===== src/rtl/pcseq_pkg.sv =====
package pcseq_pkg;

  typedef enum logic [1:0] {
    OP_SEQ    = 2'd0,
    OP_JUMP   = 2'd1,
    OP_BRANCH = 2'd2,
    OP_REGWR  = 2'd3
  } op_class_e;

  // flag vector bit positions {N,Z,V,C}
  localparam int FLG_N = 3;
  localparam int FLG_Z = 2;
  localparam int FLG_V = 1;
  localparam int FLG_C = 0;
  localparam int FLG_W = 4;

  // condition field: bit 3 picks the unsigned group, low bits the relation
  localparam logic [2:0] REL_EQ = 3'd0;
  localparam logic [2:0] REL_NE = 3'd1;
  localparam logic [2:0] REL_LT = 3'd2;
  localparam logic [2:0] REL_LE = 3'd3;
  localparam logic [2:0] REL_GT = 3'd4;
  localparam logic [2:0] REL_GE = 3'd5;

endpackage


===== src/rtl/pcseq_cond_eval.sv =====
module pcseq_cond_eval
  import pcseq_pkg::*;
(
  input  logic [FLG_W-1:0] flags,
  input  logic [3:0]       cond,
  output logic             taken
);
  logic less_bit;

  // signed group tests N alone; unsigned group substitutes C
  always_comb begin
    less_bit = cond[3] ? flags[FLG_C] : flags[FLG_N];
    unique case (cond[2:0])
      REL_EQ:  taken = flags[FLG_Z];
      REL_NE:  taken = ~flags[FLG_Z];
      REL_LT:  taken = less_bit;
      REL_LE:  taken = less_bit | flags[FLG_Z];
      REL_GT:  taken = ~(less_bit | flags[FLG_Z]);
      REL_GE:  taken = ~less_bit;
      default: taken = 1'b0;
    endcase
  end
endmodule


===== src/rtl/pcseq_flag_reg.sv =====
module pcseq_flag_reg
  import pcseq_pkg::*;
(
  input  logic             clk,
  input  logic             rst,
  input  logic             we,
  input  logic [FLG_W-1:0] d,
  output logic [FLG_W-1:0] q
);
  for (genvar b = 0; b < FLG_W; b++) begin : g_bit
    always_ff @(posedge clk) begin
      if (rst)     q[b] <= 1'b0;
      else if (we) q[b] <= d[b];
    end
  end
endmodule


===== src/rtl/pcseq_next_sel.sv =====
module pcseq_next_sel
  import pcseq_pkg::*;
#(
  parameter int AW       = 32,
  parameter int LEN_W    = 4,
  parameter int RIDX_W   = 4,
  parameter int PC_INDEX = 15
) (
  input  logic [AW-1:0]     pc_cur,
  input  logic [LEN_W-1:0]  len,
  input  op_class_e         op,
  input  logic [RIDX_W-1:0] idx,
  input  logic [AW-1:0]     dest,
  input  logic              cond_taken,
  output logic [AW-1:0]     pc_nxt,
  output logic              xfer
);
  localparam logic [RIDX_W-1:0] PC_IDX = RIDX_W'(PC_INDEX);

  logic [AW-1:0] pc_fall;

  assign pc_fall = pc_cur + AW'(len);

  always_comb begin
    unique case (op)
      OP_JUMP:   xfer = 1'b1;
      OP_BRANCH: xfer = cond_taken;
      OP_REGWR:  xfer = (idx == PC_IDX);
      default:   xfer = 1'b0;
    endcase
    pc_nxt = xfer ? dest : pc_fall;
  end
endmodule


===== src/rtl/pc_sequencer.sv =====
module pc_sequencer
  import pcseq_pkg::*;
#(
  parameter int          AW        = 32,
  parameter int          LEN_W     = 4,
  parameter int          RIDX_W    = 4,
  parameter int          PC_INDEX  = 15,
  parameter logic [31:0] RESET_VEC = 32'h0000_0200
) (
  input  logic              clk,
  input  logic              rst,
  input  logic [LEN_W-1:0]  instr_len,
  input  logic [1:0]        op_class,
  input  logic [3:0]        cond_code,
  input  logic [RIDX_W-1:0] reg_idx,
  input  logic [AW-1:0]     dest,
  input  logic              flag_we,
  input  logic [3:0]        flag_in,
  output logic [AW-1:0]     pc,
  output logic              redirect,
  output logic [3:0]        flags
);
  localparam logic [AW-1:0] RST_PC = AW'(RESET_VEC);

  logic          cond_taken;
  logic [AW-1:0] pc_nxt;
  logic          xfer;

  pcseq_flag_reg u_flags (
    .clk (clk),
    .rst (rst),
    .we  (flag_we),
    .d   (flag_in),
    .q   (flags)
  );

  pcseq_cond_eval u_cond (
    .flags (flags),
    .cond  (cond_code),
    .taken (cond_taken)
  );

  pcseq_next_sel #(
    .AW       (AW),
    .LEN_W    (LEN_W),
    .RIDX_W   (RIDX_W),
    .PC_INDEX (PC_INDEX)
  ) u_next (
    .pc_cur     (pc),
    .len        (instr_len),
    .op         (op_class_e'(op_class)),
    .idx        (reg_idx),
    .dest       (dest),
    .cond_taken (cond_taken),
    .pc_nxt     (pc_nxt),
    .xfer       (xfer)
  );

  always_ff @(posedge clk) begin
    if (rst) begin
      pc       <= RST_PC;
      redirect <= 1'b0;
    end else begin
      pc       <= pc_nxt;
      redirect <= xfer;
    end
  end
endmodule


===== config.mk =====
export PLATFORM = sky130hd
export DESIGN_NAME = pc_sequencer
export DESIGN_NICKNAME = d
export VERILOG_FILES = /design/src/rtl/pcseq_pkg.sv /design/src/rtl/pcseq_cond_eval.sv /design/src/rtl/pcseq_flag_reg.sv /design/src/rtl/pcseq_next_sel.sv /design/src/rtl/pc_sequencer.sv
export SDC_FILE = /design/constraint.sdc
export NUM_CORES = 1
export LEC_CHECK = 0
export BUFFER_PORTS_ARGS = -buffer_cell sky130_fd_sc_hd__buf_2
export CORE_MARGIN = 1.5
export CORE_UTILIZATION = 35
export DETAILED_ROUTE_END_ITERATION = 16
export PLACE_DENSITY = 0.6
export SETUP_SLACK_MARGIN = 0.2
export SLEW_MARGIN = 25
export SYNTH_ARGS = -nofsm -noshare
export SYNTH_HDL_FRONTEND = slang
export SYNTH_SLANG_ARGS = --single-unit

===== constraint.sdc =====
create_clock -name clk -period 6.04 [get_ports clk]
set_clock_uncertainty 0.05 [all_clocks]
set_input_delay 0.604 -clock clk [delete_from_list [all_inputs] [get_ports clk]]
set_output_delay 0.604 -clock clk [all_outputs]
set_load 0.1 [all_outputs]

# Word-level counts from Yosys, hierarchy flattened
# Cells that the tools add are included.
word_totals:
  reg_bits: 37
  latch_bits: 0
  ramBits: 0
  mem_bits_ro: 0
  output_inout_bits: 37
  mem_count: 0
op_classes:
  n_addsub: 1
  multipliers: 0
  n_div: 0
  order_cmp: 0
  eq_ne: 9
  shift: 0
  n_mux: 4
  bitwise: 4
  n_reduce_logical: 1
op_table:
  columns: ["cell", "count"]
  rows:
  - ["$add 32x4->32", 1]
  - ["$mux 32", 1]
  - ["$eq 3x2->1 const B", 2]
  - ["$eq 3x3->1 const B", 2]
  - ["$pmux 1 s6", 1]
  - ["$eq 2x2->1 const B", 2]
  - ["$eq 4x4->1 const B", 1]
  - ["$eq 3x1->1 const B", 1]
  - ["$logic_not 3->1", 1]
  - ["$not 1->1", 3]
  - ["$pmux 1 s3", 1]
  - ["$eq 2x1->1 const B", 1]
  - ["$mux 1", 1]
  - ["$or 1x1->1", 1]

# Depth between registers and ports, before layout
# Gate-level depths: netlist of the first run.
logic_depth:
  ltp_word: 6
  mapped_depth: 8

# Modules after synthesis
# From an unflattened synthesis of the first run, not the netlist that was laid out.
hier_totals:
  cells_unflattened: 252
  hier_area_um2: 2209.6
by_module_without_submodules:
  columns: ["module", "instances", "cells_per_inst", "area_per_inst_um2", "seq_area_each_um2"]
  rows:
  - ["pcseq_next_sel", 1, 162, 1121.1, 0.0]
  - ["pc_sequencer", 1, 69, 888.4, 660.6]
  - ["pcseq_flag_reg", 1, 13, 140.1, 80.1]
  - ["pcseq_cond_eval", 1, 8, 60.1, 0.0]

# Worst setup path after synthesis of the first run
# Ideal clock, no wire load.
synth_path:
  path_kind: "flip-flop to flip-flop"
  start: "register pc[0]"
  end: "register pc[28]"
  setup_ns: 0.091
  arrival_time_ns: 2.922
  t_required_ns: 5.899
  path_slack_ns: 2.977
  stages_incl_launch_ff: 9
  n_path_buf: 0
  period_less_slack_ns: 3.063
  path_cell_list: "dfxtp_1 ha_1 inv_1 fa_1 nand2b_1 a21oi_1 nand3_2 or4_1 a311oi_1"
synth_via:
  elab_chain_len: 2
synth_rtl:
  columns: ["element", "line_no", "rtl"]
  rows:
  - ["from (decl)", "pc_sequencer.sv:19", "output logic [AW-1:0] pc,"]
  - ["from (signal assigned)", "pc_sequencer.sv:64", "pc <= pc_nxt;"]
  - ["$add 32x4->32", "pcseq_next_sel.sv:22", "assign pc_fall = pc_cur + AW'(len);"]
  - ["$mux 32", "pcseq_next_sel.sv:31", "pc_nxt = xfer ? dest : pc_fall;"]
# No other way between the ends.
# A chain may end at the register's enable or synchronous reset.

# Worst setup path after layout of the first run
layout_path:
  start: "input instr_len[0]"
  end: "register pc[28]"
layout_via:
  elab_chain_len: 2
layout_rtl:
  columns: ["element", "line_no", "rtl"]
  rows:
  - ["from (decl)", "pc_sequencer.sv:12", "input logic [LEN_W-1:0] instr_len,"]
  - ["$add 32x4->32", "pcseq_next_sel.sv:22", null]
  - ["$mux 32", "pcseq_next_sel.sv:31", null]
# No other way between the ends.

==> results of run 1 <==
[flip-flops by register name, indices dropped and copies added, names as in the netlist]
register and cells:
u_flags.q 4, redirect 1, pc 32
[kinds of logic after synthesis]
family,Yosys count
buf+inv,25
fa+ha+maj,5
xor+xnor,18
flops,37
compound gates,77
simple gates,92
mux,5
[layout by cell type, fill, tap and decap left out, types with 2 or more instances in the layout]
master / synthesis / final
buf_2: 2 / 89
dfxtp_1: 37 / 37
a21oi_1: 18 / 18
o31ai_1: 15 / 15
nand3_1: 14 / 14
nor3_1: 14 / 14
o21ai_0: 13 / 13
nor2_1: 13 / 13
inv_1: 10 / 10
nand4_1: 9 / 9
xnor2_1: 9 / 9
or3_1: 9 / 9
nand2_1: 9 / 9
xor2_1: 9 / 9
a311oi_1: 9 / 9
clkbuf_8: 0 / 5
a211oi_1: 4 / 4
and3_1: 4 / 4
mux2i_1: 4 / 4
ha_1: 4 / 4
or4_1: 3 / 3
nor4_1: 3 / 3
clkbuf_1: 11 / 3
o21a_1: 2 / 2
o21ai_2: 0 / 2
a21o_1: 2 / 2
and4_1: 2 / 2
a31oi_1: 2 / 2
and3_2: 2 / 2
buf_4: 0 / 2
[cell type report]
class / instances / share of cell area (%)
Tap cell: 75 / 3.39
Sequential cell: 37 / 26.8
Inverter: 10 / 1.36
Clock buffer: 8 / 2.90
Multi-Input combinational cell: 197 / 48.9
Timing Repair Buffer: 91 / 16.7
[report_power, final]
group / total [mW] / switching [mW] / internal, mW / leakage, nW
clock network: 0.168 / 0.0862 / 0.0820 / 0.0395
registers: 0.301 / 0.0310 / 0.270 / 0.307
logic: 0.344 / 0.269 / 0.0752 / 0.805
total: 0.813 / 0.386 / 0.427 / 1.15
[worst max-delay path: stages]
cell and delay (ps):
buf_2 80, ha_1 180, inv_1 60, fa_1 390, nand2b_1 210, a21oi_1 370
nand3_2 180, or4_1 420, a311oi_1 250
[stage by stage]
step / setup slack, ps / area (sq um) / util, %
after floorplan: 2980 / 2190 / -
after global placement: 3210 / 2690 / 44.8
after detailed placement: 3160 / 2690 / 44.8
after CTS: 3460 / 2770 / 46.2
after global routing: 3240 / 2770 / 46.2
final: 3440 / 2770 / 46.2
[per-layer routing]
layer	global-route usage, %	up-vias	wire length (um)
met5	0	-	0
met4	7.80	0	106
met3	3.19	11	312
met2	29.9	71	2700
met1	25.7	1046	2960
li1	-	1150	-
[worst min path at each step]
| stage | startpoint | to | slack [ps] | depth (start not counted) |
|---|---|---|---|---|
| after floorplan | flag_in[0] | u_flags.q[0] | 700 | 2 |
| after detailed placement | u_flags.q[1] | u_flags.q[1] | 430 | 2 |
| final | u_flags.q[1] | u_flags.q[1] | 440 | 2 |
| after CTS | u_flags.q[1] | u_flags.q[1] | 450 | 2 |
| after global placement | u_flags.q[1] | u_flags.q[1] | 420 | 2 |
| after global routing | u_flags.q[1] | u_flags.q[1] | 470 | 2 |
==> out/results.tsv, run 1 <==
stage	metric	value	unit
global_routing	overflow	0	
synth	async_flop_share	0	%
job	max_cap_viol_count	0	
route	finalWirelength	6.08	mm
synth	yosys.area_share.xor_xnor	7.20	%
synth	postSynth.topFlopCell	dfxtp_1	
timing	maxSlewViolCount	0	
placement	routabilityCongestion	0.768	
synth	synth-compound-area-share	24.1	%
timing	max-slew-margin-rel	35.1	%
global_routing	grt_pass1_wl	9.76	mm
layout	final-instance-count-excl-fill	418	
synth	syn_inst	259	
pwr	design_power_total	0.813	mW
synth	ys_seq_area_share	33.8	%
timing	setup_viol_count_final	0	
cts	cts-resized-gates	0	
die	die_area	6740	sq um
die	ios	90	
synth	synth.net_count	317	
worst_setup_path	critical_path.max_fanout	5	
outcome	outcome	finished, final reports clean	
synth	synth_area_leader_cell	dfxtp_1	
synth	synth_fa_ha_area_share	3.20	%
layout	n_fill_cell	631	
cts	clock_network_latency_to_the_later_pin_of_the_worst_skew_pair	290	ps
synth	yosys.area_share.simple	24.6	%
cts	path_clk_slew	70	ps
layout	design.final.nets	400	
worst_setup_path	startpoint	instr_len[0]	
layout	post_route_cells_drive_above_1_share	32.1	%
worst_setup_path	reg2reg_setup_slack	3500	ps
placement	place_inst	410	
worst_setup_path	timing.critical_path.to_type	flip-flop	
synth	top_cells_by_count_synth	dfxtp_1, a21oi_1, o31ai_1	
layout	footprint_of_the_flip_flops_and_latches	741	sq um
die	starting_density_of_the_core	36.5	%
route	detailroute.via_count	2278	
die	height_of_the_die	82.1	um
timing	finalCritPeriodShare	43.0	%
worst_setup_path	crit_arrival	2750	ps
timing	worst_slew_pin_slew	972	ps
global_routing	number_of_antenna_violations_at_the_first_check_in_global_routing	0	
placement	dpl.hpwl	4.45	mm
cts	cts.htree.levels	2	
pwr	static-leakage-power	1.15	nW
layout	diodes	0	
min_path	min_path_type	reg2reg	
synth	synthTopCellsByArea	dfxtp_1, o31ai_1, a21oi_1	
synth	synth_top_area_share	33.8	%
synth	postSynthRegisterBits	37	
layout	area_delta_synth_final	26.3	%
cts	clock_tree.root_cell	clkbuf_8	
worst_setup_path	worst_reg2reg_endpoint	pc[28]	
pwr	powerDensity	294	nW/um^2
synth	yosys-mux-area-fraction	2.34	%
pwr	max-vdd-ir-drop	134	uV
worst_setup_path	reg2regPathDepth	8	
route	drt_first_pass_iters	4	
synth	post-synth-top-count-cell	dfxtp_1	
worst_setup_path	r2r_start	pc[0]	
synth	synthesis.area	2190	sq um
layout	multi_input_comb_area	1350	sq um
cts	cts_num_sinks	37	
worst_setup_path	start_kind	input port	
global_routing	grt_max_degree	34	
placement	port_buffers	89	
worst_setup_path	worstSetupPathType	in2reg	
synth	synth.avg_cell_area	8.45	sq um
cts	hold_buffers	0	
timing	clock.fmax	385	MHz
route	routed_via_density	5.45	
timing	worst_hold_slack	444	ps
synth	synth_cell_type_count	52	
synth	ys.warnings.count	0	
die	placeableCoreArea	5990	sq um
route	remaining_drc_errors	0	
timing	final.setup.tns	0	ps
route	drt_iter0_drc	71	
synth	synth_top_family_by_area	simple AND/OR/NAND/NOR gates	
cts	cts_buffer_count	5	
worst_setup_path	critical_path.endpoint	pc[28]	
die	die_width	82.1	um
worst_setup_path	cp_data_required_time	6190	ps
cts	cts_buffer_depth	2	
die	placementRows	28	
global_routing	grt_pass1_vias	2054	
synth	synth_edf_count	0	
timing	grt_setup_unrepaired	false	
route	avgRoutedWirePerCell	14.5	um
timing	final_critical_period	2600	ps
route	drt.antenna.violating_nets	0	
cts	tritoncts_clock_tree	done	
timing	finalHoldViolCount	0	
cts	cts.repair_timing.setup_buffer_count	0	
global_routing	grt_util_all_layers	19.0	%
Power figures use the tool's default switching activity.
==> run 2: changes to the inputs <==
Settings changed: ABC_AREA from default to 1, PLACE_DENSITY 0.6 to 0.58.
Clock period 6.04 ns to 2.62 ns, I/O delays scaled along.
==> out/results.tsv, run 2 <==
stage	metric	value	unit
cts	clock_tree.root_cell	clkbuf_8	
cts	cts-resized-gates	0	
synth	synth_top_family_by_area	simple AND/OR/NAND/NOR gates	
timing	finalHoldViolCount	0	
timing	final.setup.tns	0	ps
placement	dpl.hpwl	5.89	mm
route	drt_iter0_drc	90	
global_routing	grt_max_degree	29	
global_routing	grt_util_all_layers	19.4	%
worst_setup_path	critical_path.max_fanout	4	
timing	setup_viol_count_final	0	
pwr	max-vdd-ir-drop	251	uV
synth	yosys.area_share.xor_xnor	4.00	%
synth	yosys-mux-area-fraction	0	%
timing	clock.fmax	529	MHz
layout	final_core_utilization	45.1	%
route	remaining_drc_errors	0	
die	starting_density_of_the_core	36.2	%
worst_setup_path	timing.critical_path.to_type	flip-flop	
timing	grt_setup_unrepaired	false	
layout	top_register	pc	
synth	synth_edf_count	0	
cts	cts.htree.levels	2	
timing	max-slew-margin-rel	67.2	%
layout	diodes	0	
global_routing	grt_pass1_wl	11.9	mm
die	placementRows	31	
placement	port_buffers	89	
synth	ys.warnings.count	0	
route	detailroute.via_count	2813	
worst_setup_path	start_kind	flip-flop	
global_routing	overflow	0	
synth	top_cells_by_count_synth	nand2_1, nor2_1, inv_1	
die	height_of_the_die	89.6	um
synth	synth_cell_type_count	32	
layout	layout.cells.most_common	nand2_1	
synth	synth_area_leader_cell	dfxtp_1	
synth	postSynthRegisterBits	37	
synth	synthesis.area	2630	sq um
cts	cts_buffer_count	5	
layout	design.final.nets	578	
timing	finalCritPeriodShare	72.2	%
synth	synth.net_count	487	
synth	synthTopCellsByArea	dfxtp_1, nand2_1, nor2_1	
die	die_area	8030	sq um
route	drt_first_pass_iters	4	
global_routing	number_of_antenna_violations_at_the_first_check_in_global_routing	0	
layout	largest_register_ffs	32	
layout	top_regs	pc x32, u_flags.q x4, redirect x1	
synth	post-synth-top-count-cell	nand2_1	
synth	synth-compound-area-share	3.86	%
layout	mostFrequentLayoutCells	nand2_1, buf_2, nor2_1, inv_1, dfxtp_1	
route	finalWirelength	7.28	mm
synth	syn_inst	429	
worst_setup_path	crit_arrival	2040	ps
synth	async_flop_share	0	%
synth	synth_top_area_share	28.2	%
timing	final_critical_period	1890	ps
synth	ys_seq_area_share	28.2	%
synth	synth.avg_cell_area	6.12	sq um
timing	maxSlewViolCount	0	
cts	cts_num_sinks	37	
route	routed_via_density	4.54	
cts	hold_buffers	0	
worst_setup_path	worstSetupPathType	reg2reg	
layout	post_route_cells_drive_above_1_share	25.3	%
cts	cts_buffer_depth	2	
synth	yosys.area_share.simple	52.3	%
synth	synth_fa_ha_area_share	2.67	%
cts	cts.repair_timing.setup_buffer_count	0	
worst_setup_path	cp_data_required_time	2770	ps
cts	clock_network_latency_to_the_later_pin_of_the_worst_skew_pair	290	ps
global_routing	grt_pass1_vias	2561	
outcome	outcome	finished, final reports clean	
synth	postSynth.topFlopCell	dfxtp_1	
layout	area_delta_synth_final	24.7	%
route	drt.antenna.violating_nets	0	
route	avgRoutedWirePerCell	11.7	um
die	placeableCoreArea	7250	sq um
timing	worst_slew_pin_slew	496	ps
die	ios	90	
placement	routabilityCongestion	0.953	
min_path	min_path_type	in2reg	
pwr	static-leakage-power	1.73	nW
die	die_width	89.6	um
cts	path_clk_slew	80	ps
cts	tritoncts_clock_tree	done	
pwr	powerDensity	595	nW/um^2
job	max_cap_viol_count	0	
layout	n_fill_cell	802	
[run 2: cell types whose count changed in the layout (fill, tap and decap cells not counted), sizes merged, moves of 6 or more]
| cell | before | now |
|---|---|---|
| nor3 | 14 | 1 |
| a21oi | 18 | 5 |
| nand3 | 16 | 27 |
| a311oi | 10 | 0 |
| nor2 | 13 | 72 |
| or3 | 9 | 0 |
| nand2 | 10 | 182 |
| and3 | 6 | 0 |
| nand3b | 1 | 7 |
| o31ai | 15 | 0 |
| inv | 10 | 50 |
[run 2: metrics by stage]
| step | std cells | area, sq um | setup slack (ps) | hold slack (ps) | power (mW) |
|---|---|---|---|---|---|
| after floorplan | 429 | 2630 | 228 | 308 | 1.29 |
| after global placement | 612 | 3160 | 751 | 401 | 1.44 |
| after global routing | 620 | 3270 | 547 | 98.1 | 2.06 |
| after detailed placement | 612 | 3160 | 715 | 402 | 1.44 |
| after CTS | 620 | 3270 | 741 | 93.5 | 1.97 |
| final | 620 | 3270 | 729 | 99.9 | 1.95 |
[run 2: final timing paths]
kind,startpoint,to,slack (ps),cells past startpoint
max reg2reg,pc[0],pc[24],730,11
max,pc[0],pc[24],730,11
min,dest[0],pc[0],100,3
min reg2reg,u_flags.q[2],u_flags.q[2],460,2
[run 2: cell type report]
class	instances	area [sq um]	share of cell area (%)
clock buffers	7	86.3	2.64
clock inverters	1	30.0	0.917
repair buffers	90	453	13.8
multi-input cells	336	1650	50.4
inverters	50	190	5.81
flip-flops and latches	37	742	22.7
well taps	99	124	3.78
[run 2: power by group]
group          total (mW)  internal, mW  switching [mW]
sequential          0.681         0.617          0.0645
combinational       0.742         0.159           0.583
clock               0.525         0.311           0.214
total                1.95          1.09           0.862
[run 2: routing by layer]
metal / track usage, % / share of wire [%] / vias to the layer above
met1: 25.2 / 47 / 1235
met3: 3.66 / 5.8 / 8
met4: 5.17 / 1.3 / 0
li1: - / - / 1501
met5: 0 / 0 / -
met2: 32.9 / 46 / 69
[run 2: critical path: stages, from the launching register on]
cell and delay [ps]:
dfxtp_2 330, ha_1 180, inv_1 60, fa_1 440, nor2_1 170, nor2_2 100
nor3_2 190, nand2_1 80, nand2_1 60, nand2_1 50, nand2_1 50, nand2_1 50
[run 2: cell families (layout without fill, tap and decap cells)]
| group | Yosys count | after routing |
|---|---|---|
| compound gates | 17 | 17 |
| fa+ha+maj | 5 | 5 |
| buf+inv | 56 | 148 |
| flops | 37 | 37 |
| xor+xnor | 12 | 12 |
| simple gates | 302 | 302 |
